[config.mk]
export PLATFORM = sky130hd
export DESIGN_NAME = bst_sorter
export DESIGN_NICKNAME = d
export VERILOG_FILES = /design/src/rtl/bst_pkg.sv /design/src/rtl/bst_node_ram.sv /design/src/rtl/bst_ret_stack.sv /design/src/rtl/bst_sorter.sv
export SDC_FILE = /design/constraint.sdc
export NUM_CORES = 2
export LEC_CHECK = 0
export BUFFER_PORTS_ARGS = -buffer_cell sky130_fd_sc_hd__buf_4
export CORE_ASPECT_RATIO = 0.9
export CORE_MARGIN = 2
export CORE_UTILIZATION = 35
export CTS_CLUSTER_SIZE = 30
export DETAILED_ROUTE_END_ITERATION = 16
export MAX_ROUTING_LAYER = met4
export PLACE_DENSITY = 0.62
export REMOVE_ABC_BUFFERS = 1
export SYNTH_ARGS = -nofsm -noshare
export SYNTH_HDL_FRONTEND = slang
export SYNTH_SLANG_ARGS = --single-unit
[constraint.sdc]
create_clock -name clk -period 5.9 [get_ports clk]
set_clock_uncertainty 0.1 [all_clocks]
set_input_delay 0.295 -clock clk [delete_from_list [all_inputs] [get_ports clk]]
set_output_delay 0.295 -clock clk [all_outputs]
set_load 0.005 [all_outputs]
[src/rtl/bst_pkg.sv]
package bst_pkg;
  typedef enum logic [3:0] {
    S_IDLE, S_INS_WAIT, S_INS_CMP, S_INS_ALLOC,
    T_ENTER, T_RDW, T_DESC, T_RETURN, T_EWAIT, T_EMIT, S_DONE
  } st_t;

  // return point stored with each stack frame
  typedef enum logic {RET_EMIT = 1'b0, RET_FINISH = 1'b1} ret_t;
endpackage

[src/rtl/bst_node_ram.sv]
module bst_node_ram #(
  parameter int DEPTH = 64,
  parameter int AW    = 7,
  parameter int NW    = 38
) (
  input  logic          clk,
  input  logic          rst_n,
  input  logic          we,
  input  logic [AW-1:0] waddr,
  input  logic [NW-1:0] wdata,
  input  logic [AW-1:0] raddr,
  output logic [NW-1:0] rdata
);
  logic [NW-1:0] mem [DEPTH];

  always_ff @(posedge clk) begin
    if (we && waddr < AW'(DEPTH)) mem[waddr] <= wdata;
    rdata <= (raddr < AW'(DEPTH)) ? mem[raddr] : '0;
  end

  a_r5_waddr_in_range: assert property (@(posedge clk) disable iff (!rst_n)
    we |-> waddr < AW'(DEPTH));
endmodule

[src/rtl/bst_ret_stack.sv]
module bst_ret_stack #(
  parameter int DEPTH = 64,
  parameter int EW    = 8
) (
  input  logic          clk,
  input  logic          rst_n,
  input  logic          push,
  input  logic          pop,
  input  logic [EW-1:0] din,
  output logic [EW-1:0] top,
  output logic          empty,
  output logic          full
);
  localparam int SPW = $clog2(DEPTH + 1);
  logic [EW-1:0]  mem [DEPTH];
  logic [SPW-1:0] sp;

  assign empty = (sp == '0);
  assign full  = (sp == SPW'(DEPTH));
  assign top   = empty ? '0 : mem[sp - SPW'(1)];

  always_ff @(posedge clk or negedge rst_n) begin
    if (!rst_n) sp <= '0;
    else if (push && !full) sp <= sp + SPW'(1);
    else if (pop && !empty) sp <= sp - SPW'(1);
  end

  always_ff @(posedge clk)
    if (push && !full) mem[sp] <= din;

  a_r10_no_push_full: assert property (@(posedge clk) disable iff (!rst_n)
    push |-> !full);
  a_r10_no_pop_empty: assert property (@(posedge clk) disable iff (!rst_n)
    pop |-> !empty);
  a_r10_no_push_pop: assert property (@(posedge clk) disable iff (!rst_n)
    !(push && pop));
endmodule

[src/rtl/bst_sorter.sv]
module bst_sorter
  import bst_pkg::*;
#(
  parameter int DEPTH = 64,
  parameter int VW    = 16,
  parameter int CW    = 8
) (
  input  logic          clk,
  input  logic          rst_n,
  input  logic          in_valid,
  output logic          in_ready,
  input  logic [VW-1:0] in_value,
  input  logic          in_end,
  output logic          out_valid,
  input  logic          out_ready,
  output logic [VW-1:0] out_value,
  output logic [CW-1:0] out_count,
  output logic          out_done,
  output logic          overflow
);
  localparam int PW = $clog2(DEPTH + 1);
  localparam int NW = 2 * PW + CW + VW;
  localparam int EW = PW + 1;
  localparam logic [PW-1:0] NULLP = '1;
  localparam logic [CW-1:0] CMAX  = '1;

  st_t           st;
  logic [PW-1:0] cur, used, nxt;
  logic [VW-1:0] key;
  logic          ovf;

  logic          we;
  logic [PW-1:0] waddr;
  logic [NW-1:0] wdata, q;
  logic          push, pop, s_empty, s_full;
  logic [EW-1:0] s_din, s_top;

  logic [PW-1:0] q_l, q_r;
  logic [CW-1:0] q_c;
  logic [VW-1:0] q_v;
  assign q_l = q[NW-1 -: PW];
  assign q_r = q[NW-1-PW -: PW];
  assign q_c = q[VW+CW-1 -: CW];
  assign q_v = q[VW-1:0];

  logic tree_full;
  assign tree_full = (used == PW'(DEPTH));
  assign nxt = (key < q_v) ? q_l : q_r;

  function automatic logic [NW-1:0] mk_node(logic [PW-1:0] l, logic [PW-1:0] r,
                                            logic [CW-1:0] c, logic [VW-1:0] v);
    return {l, r, c, v};
  endfunction

  bst_node_ram #(.DEPTH(DEPTH), .AW(PW), .NW(NW)) u_ram (
    .clk(clk), .rst_n(rst_n), .we(we), .waddr(waddr), .wdata(wdata),
    .raddr(cur), .rdata(q));

  bst_ret_stack #(.DEPTH(DEPTH), .EW(EW)) u_stk (
    .clk(clk), .rst_n(rst_n), .push(push), .pop(pop), .din(s_din),
    .top(s_top), .empty(s_empty), .full(s_full));

  always_comb begin
    we    = 1'b0;
    waddr = cur;
    wdata = q;
    push  = 1'b0;
    pop   = 1'b0;
    s_din = {cur, RET_EMIT};
    case (st)
      S_IDLE: if (in_valid && used == '0) begin
        we    = 1'b1;
        waddr = '0;
        wdata = mk_node(NULLP, NULLP, CW'(1), in_value);
      end
      S_INS_CMP:
        if (key == q_v) begin
          we    = (q_c != CMAX);
          wdata = mk_node(q_l, q_r, q_c + CW'(1), q_v);
        end else if (nxt == NULLP && !tree_full) begin
          we    = 1'b1;
          wdata = (key < q_v) ? mk_node(used, q_r, q_c, q_v)
                              : mk_node(q_l, used, q_c, q_v);
        end
      S_INS_ALLOC: begin
        we    = 1'b1;
        waddr = used;
        wdata = mk_node(NULLP, NULLP, CW'(1), key);
      end
      T_DESC: push = 1'b1;
      T_RETURN: pop = !s_empty;
      T_EMIT: if (out_ready) begin
        push  = 1'b1;
        s_din = {cur, RET_FINISH};
      end
      default: ;
    endcase
  end

  always_ff @(posedge clk or negedge rst_n) begin
    if (!rst_n) begin
      st   <= S_IDLE;
      cur  <= '0;
      used <= '0;
      key  <= '0;
      ovf  <= 1'b0;
    end else begin
      case (st)
        S_IDLE:
          if (in_valid) begin
            key <= in_value;
            if (used == '0) used <= PW'(1);
            else begin
              cur <= '0;
              st  <= S_INS_WAIT;
            end
          end else if (in_end) begin
            cur <= (used == '0) ? NULLP : '0;
            st  <= T_ENTER;
          end
        S_INS_WAIT: st <= S_INS_CMP;
        S_INS_CMP:
          if (key == q_v) st <= S_IDLE;
          else if (nxt != NULLP) begin
            cur <= nxt;
            st  <= S_INS_WAIT;
          end else if (tree_full) begin
            ovf <= 1'b1;
            st  <= S_IDLE;
          end else st <= S_INS_ALLOC;
        S_INS_ALLOC: begin
          used <= used + PW'(1);
          st   <= S_IDLE;
        end
        T_ENTER: st <= (cur == NULLP) ? T_RETURN : T_RDW;
        T_RDW:   st <= T_DESC;
        T_DESC: begin
          cur <= q_l;
          st  <= T_ENTER;
        end
        T_RETURN:
          if (s_empty) st <= S_DONE;
          else begin
            cur <= s_top[EW-1:1];
            st  <= (s_top[0] == RET_EMIT) ? T_EWAIT : T_RETURN;
          end
        T_EWAIT: st <= T_EMIT;
        T_EMIT: if (out_ready) begin
          cur <= q_r;
          st  <= T_ENTER;
        end
        S_DONE: begin
          used <= '0;
          ovf  <= 1'b0;
          st   <= S_IDLE;
        end
        default: st <= S_IDLE;
      endcase
    end
  end

  assign in_ready  = (st == S_IDLE);
  assign out_valid = (st == T_EMIT);
  assign out_value = q_v;
  assign out_count = q_c;
  assign out_done  = (st == S_DONE);
  assign overflow  = ovf;

  // checker state: last value handed over in this batch
  logic [VW-1:0] chk_prev;
  logic          chk_have;
  always_ff @(posedge clk or negedge rst_n) begin
    if (!rst_n) begin
      chk_prev <= '0;
      chk_have <= 1'b0;
    end else if (out_done) chk_have <= 1'b0;
    else if (out_valid && out_ready) begin
      chk_prev <= out_value;
      chk_have <= 1'b1;
    end
  end

  a_r2_ascending: assert property (@(posedge clk) disable iff (!rst_n)
    out_valid && out_ready && chk_have |-> out_value > chk_prev);
  a_r3_count_nonzero: assert property (@(posedge clk) disable iff (!rst_n)
    out_valid |-> out_count != '0);
  a_r6_hold: assert property (@(posedge clk) disable iff (!rst_n)
    out_valid && !out_ready |=> out_valid && $stable(out_value) && $stable(out_count));
  a_r9_no_overlap: assert property (@(posedge clk) disable iff (!rst_n)
    out_valid |-> !in_ready);
  a_r7_done_pulse: assert property (@(posedge clk) disable iff (!rst_n)
    out_done |=> !out_done && in_ready && !overflow);
endmodule

* After elaboration in Yosys (flattened, before gate mapping) *
Memory sizes are Yosys's and may differ from the RTL's. A register that Yosys moved wholly into a read port is not among the register bits.
Index checks and enable logic that the tools add are counted.

storage, ports and cells
  register bits after elaboration = 42
  memory bits (writable) = 2944
  input bits = 21
  output and inout bits = 28
  memories kept = 2

cells by class
  add/subtract/negate cells = 4
  $lt $le $gt $ge = 3
  equal/unequal tests = 27
  mux-type cells = 51
  reduce and logical (&&, ||, !) cells = 21

memories
  memory     words  bits a word  read ports  clocked after Yosys merged registers in  write ports  line                 source
  u_ram.mem  64     38           1           1                                        1            bst_node_ram.sv:14   logic [NW-1:0] mem [DEPTH];
  u_stk.mem  64     8            1           0                                        1            bst_ret_stack.sv:15  logic [EW-1:0] mem [DEPTH];

operators with widths
  operator             number
  $mux 38              4
  $pmux 38 s3          1
  $mux 7               14
  $pmux 4 s9           1
  $pmux 7 s5           1
  $eq 7x7->1 const B   4
  $mux 4               6
  $pmux 7 s3           1
  $eq 16x16->1         1
  $eq 4x3->1 const B   4
  $lt 16x16->1         1
  $add 7x1->7 const B  2
  $logic_not 7->1      2
  $lt 7x7->1 const B   2
  $mux 1               14
  $pmux 7 s2           1
  $eq 4x4->1 const B   3
  $ne 2x2->1 const B   6
  $add 8x1->8 const B  1
  $eq 4x2->1 const B   2
  $mux 2               4
  $mux 8               1
  $ne 8x8->1 const B   1
  $ne 7x7->1 const B   1
  other kinds (17)     28

* Logic depth before layout (Yosys ltp) *
  depth after elaboration = 10
  mapped depth = 17
  depth with buffers taken out = 9

* Cells and area by module *
A second synthesis with hierarchy kept.

second synthesis, totals
  cells, all modules = 5432
  area total of the unflattened synthesis = 117914.3 um2

modules (own cells, without submodules)
  module         times used  cells an instance  area each (um2)  sequential area each (um2)
  bst_node_ram   1           4006               94032.7          73790.8
  bst_ret_stack  1           1030               20606.0          15549.9
  bst_sorter     1           396                3275.6           875.8

* Least setup slack after synthesis *
No wires, ideal clock.

  kind = register to register
  from = reg key[14]
  to = mem u_ram.mem[0][23] (data pin)
  arrival = 5.452 ns
  setup slack = -0.557 ns
  stages on the path, launching flop included = 7
  buffers on the path = 1
  clock period less this slack = 6.457 ns
  cells stage by stage = dfrtp_1 -> ha_1 -> nand4_1 -> nor4_1 -> clkbuf_1 -> nand4_1 -> o41ai_1

between the ends
  word-level cells in the longest chain between the ends = 7
  elaborated cells between the ends (all ways) = 8
  those cells by class = order compare: 1; eq/ne: 2; mux: 4; reduce/logical: 1

ends and longest elaborated chain
  element                    line                source
  start: declaration         bst_sorter.sv:29    logic [VW-1:0] key;
  start signal: assignment   bst_sorter.sv:111   key <= in_value;
  $lt 16x16->1               bst_sorter.sv:48    assign nxt = (key < q_v) ? q_l : q_r;
  $mux 7                     bst_sorter.sv:48
  $eq 7x7->1                 bst_sorter.sv:80    end else if (nxt == NULLP && !tree_full) begin
  $logic_and 1x1->1          bst_sorter.sv:80
  $mux 38                    bst_sorter.sv:80
  $mux 38 (*)                bst_sorter.sv:77    if (key == q_v) begin
  $pmux 38 s3 (*)            bst_sorter.sv:70    case (st)
  named net u_ram.wdata[23]  bst_node_ram.sv:10  input logic [NW-1:0] wdata,
  end: declaration           bst_node_ram.sv:14

Mark *: on every way through the listed nets, which the timed path passes. The rest lies on a longest branch.

* Worst setup path after layout *
  from = reg u_stk.sp[0]
  to = reg st[2]

between the ends
  word-level cells in the longest chain between the ends = 6
  elaborated cells between the ends (all ways) = 7
  those cells by class = add/sub: 1; mux: 4; reduce/logical: 1; memory: 1

ends and longest elaborated chain
  element                   line                 source
  start: declaration        bst_ret_stack.sv:16  logic [SPW-1:0] sp;
  start signal: assignment  bst_ret_stack.sv:24  else if (push && !full) sp <= sp + SPW'(1);
  start signal: assignment  bst_ret_stack.sv:25  else if (pop && !empty) sp <= sp - SPW'(1);
  $sub 7x1->7               bst_ret_stack.sv:20  assign top = empty ? '0 : mem[sp - SPW'(1)];
  $mem_v2 64x8              -
  $mux 8                    bst_ret_stack.sv:20
  $mux 4                    bst_sorter.sv:145    st <= (s_top[0] == RET_EMIT) ? T_EWAIT : T_RETURN;
  $mux 4 (*)                bst_sorter.sv:142    if (s_empty) st <= S_DONE;
  $pmux 4 s9 (*)            bst_sorter.sv:108    case (st)
  end signal: assignment    bst_sorter.sv:135    T_ENTER: st <= (cur == NULLP) ? T_RETURN : T_RDW;
  end signal: assignment    bst_sorter.sv:145
  end: declaration          bst_sorter.sv:27     st_t st;

Mark *: on every way between the ends. The rest lies on a longest branch, timed or not.
A chain may end at the register's enable or synchronous reset.

==> impl_results.md <==
* Nets at 5303
* GPL Wtd Cong at 0.9065
* Crit path max fanout at 65
* CP top delay family: multiplexers
* Commonest non-fill, non-tap cell in the layout: edfxtp_1
* Setup TNS at 0 ps
* Die Ht at 552.4 um
* Slew Viols, Final at 0
* Unrepaired setup endpoints after global routing: false
* Pleak at 40.37 nW
* Count of cell types in the netlist at 71
* R2R Path End: st[2]
* Top cells by area, synth: edfxtp_1, mux4_2, dfrtp_1, dfxtp_1, nor2_1
* Status: completed
* Die width at 613.3 um
* Vias in the first global route at 54349
* Hold/Removal Path Class: in2async
* Worst stage delay on the critical path at 930 ps
* Req. time, crit path at 6500 ps
* Root buf cell: clkbuf_16
* Clock power share at 29.9%
* Total grt overflow at 0
* H-tree level count at 5
* Register area at 0.09025 mm2
* Mean Syn Cell Area at 23.59 um2
* Combinational fraction of design power at 25.5%
* Cts bufs inserted at 304
* Clock latency at the later pin of the worst-skew pair at 890 ps
* Largest net degree at the start of global routing at 185
* DRC at 0
* Synth Warn # at 0
* Max-slew headroom at 13.49%
* CP startpoint kind: register
* Syn Inst Count at 4957
* Layout cell share with drive strength beyond 1 at 31.91%
* CP cell instances: inv_1 > ha_4 > buf_12 > mux4_2 > mux4_2 > mux2i_1 > mux2i_1 > nand2_1 > o21ai_0 > dlygate4sd3_1
* Hold slack final at 81.11 ps
* Fin crit period at 5035 ps
* Port Buf Inserts at 48
* WP data arrival at 5640 ps
* Post-synthesis sequential area ratio at 77.14%
* Clock Sinks at 3024
* Fmax at 198.6 MHz
* Area growth syn-to-layout at 14.93%
* Psw at 19.58 mW
* Synthesized area at 0.1170 mm2
* Flop2flop setup slack at 860 ps
* Max-Cap Viols at 0
* Power density cells at 470.5 mW/mm2
* Yosys top cell by area: edfxtp_1
* CP bufs+invs at 3
* Top FF cell, synth: edfxtp_1
* Wire length of the first global-routing pass at 433700 um
* Area of the multi-input gates at 0.02609 mm2
* Pre-CTS setup slack at 1196 ps
* Most frequent cells in the layout: edfxtp_1, mux4_2, clkbuf_16
* Total track usage at 18.55%
* Final HPWL DP at 193800 um
* CP max-delay cell: dfrtp_4
* Synth async-reset ratio at 1.389%
* Fillers at 28599
* Routed wire per std cell at 31.08 um
* Setup violators final at 0
* Initial DRC Count at 8589
* Final Hold Viols at 0
* Net switching share of the total power at 30.97%
* Sequential power share at 44.6%
* Core outline area at 0.3327 mm2
* Synth top area share at 75.59%
* Die area at 0.3388 mm2
* Total Routed Length at 309900 um
* Io pins at 49
* Tcrit/Tclk final at 85.35%
* Worst setup margin at 864.6 ps
* Seq cells post-synth at 3024
* Clk slew on worst S/H paths at 60 ps
* Post-route ant nets at 0
* Worst VDD drop at 0.3853 mV
* Worst r2r src: u_stk.sp[0]
* Fin util at 40.40%
* Row count at 201
* Initial core utilization at 35.15%
* Initial antenna violation count at 34
* CTS tree: yes
* Slew @ Worst Pin at 1293 ps
* CP Depth at 10
* Kind of end point of the critical path: register
* R2R cell count at 10
* Vias post-DR at 55783
* Internal power at 43.66 mW
* DRT Pass-1 Iters at 6
* DR vias/cell at 5.595
* Worst Setup Path Type: reg2reg
* Post-synth EDFFs at 2944
* CTS max path bufs at 4
==> cell families (layout without fill, tap and decap cells) <==
kind of cell	Yosys count	in the layout	share of synthesized area (%)
adders and majority gates	21	21	0.2247
other	0	12	0
xor gates and xnor gates	9	9	0.07382
and+or+nand+nor	419	419	1.667
DFF	3024	3024	77.14
buffers and inverters	313	849	1.266
muxes	978	978	18.50
AOI/OAI and AO/OA	193	193	1.128
==> registers in the layout, indices dropped and copies added, names as in the netlist <==
name,count
u_stk.mem,512
key,16
overflow,1
u_ram.mem,2432
used,7
st,4
u_ram.rdata,38
u_stk.sp,7
cur,7
==> worst max path at each step <==
stage / from / to / slack [ps]
3_5_place_dp: used[1] / u_ram.mem[38][29] / 1200
5_1_grt: u_stk.sp[0] / st[2] / 640
4_1_cts: u_stk.sp[0] / st[2] / 900
6_report: u_stk.sp[0] / st[2] / 860
3_3_place_gp: u_ram.rdata[7] / u_ram.mem[15][13] / 1260
2_1_floorplan: cur[0] / u_stk.mem[0][1] / -20870
==> power groups by stage <==
stage                     registers [mW]  clock network (mW)  logic, mW
final                               28.2                18.9       16.2
after floorplan                     29.5                   0       10.6
after CTS                           28.2                19.2       16.2
after detailed placement            28.6                   0       16.2
after global placement              28.6                   0       15.9
after global routing                28.2                19.9       16.9
==> synthesized netlist by cell type, drive strengths merged (22+ instances only) <==
| cell type | number |
|---|---|
| buf | 139 |
| dfxtp | 38 |
| clkbuf | 140 |
| nand2 | 102 |
| inv | 34 |
| dfrtp | 42 |
| nor2b | 41 |
| edfxtp | 2944 |
| o21ai | 54 |
| mux2 | 22 |
| nor2 | 170 |
| mux4 | 945 |
| nand3 | 39 |
| a21oi | 27 |
| a22oi | 22 |
==> metrics by stage <==
step / cells / instance area [um2] / total power, mW
final: 9971 / 134400 / 63.24
after detailed placement: 9400 / 124600 / 44.79
after global routing: 9963 / 134400 / 65.03
after CTS: 9959 / 134400 / 63.55
after floorplan: 4678 / 115600 / 40.12
after global placement: 9400 / 124600 / 44.50
==> repair_timing <==
| item | CTS | global route |
|---|---|---|
| resized for setup | 0 | 0 |
| buffers inserted | 0 | 0 |
| hold buffers | 21 | 0 |
| endpoints found under the hold margin | 76 | 0 |
==> routing by layer <==
metal  routed length, um  track usage [%]  up-vias
met5                   0                -        -
met1              127200            26.43    30491
met2              143500            27.35     2976
met4                8935            5.063        0
li1                    -                -    21875
met3               30340            3.494      441
==> final cells by class <==
type / instances / area share (%)
Antenna cell: 12 / 0.02234
Timing Repair Buffer: 277 / 2.033
Inverter: 34 / 0.09494
Clock buffer: 377 / 6.036
Sequential cell: 3024 / 67.14
Multi-Input combinational cell: 1620 / 19.41
Tap cell: 4466 / 4.157
Clock inverter: 161 / 1.109
No activity file was read; power rests on OpenSTA's default activity.
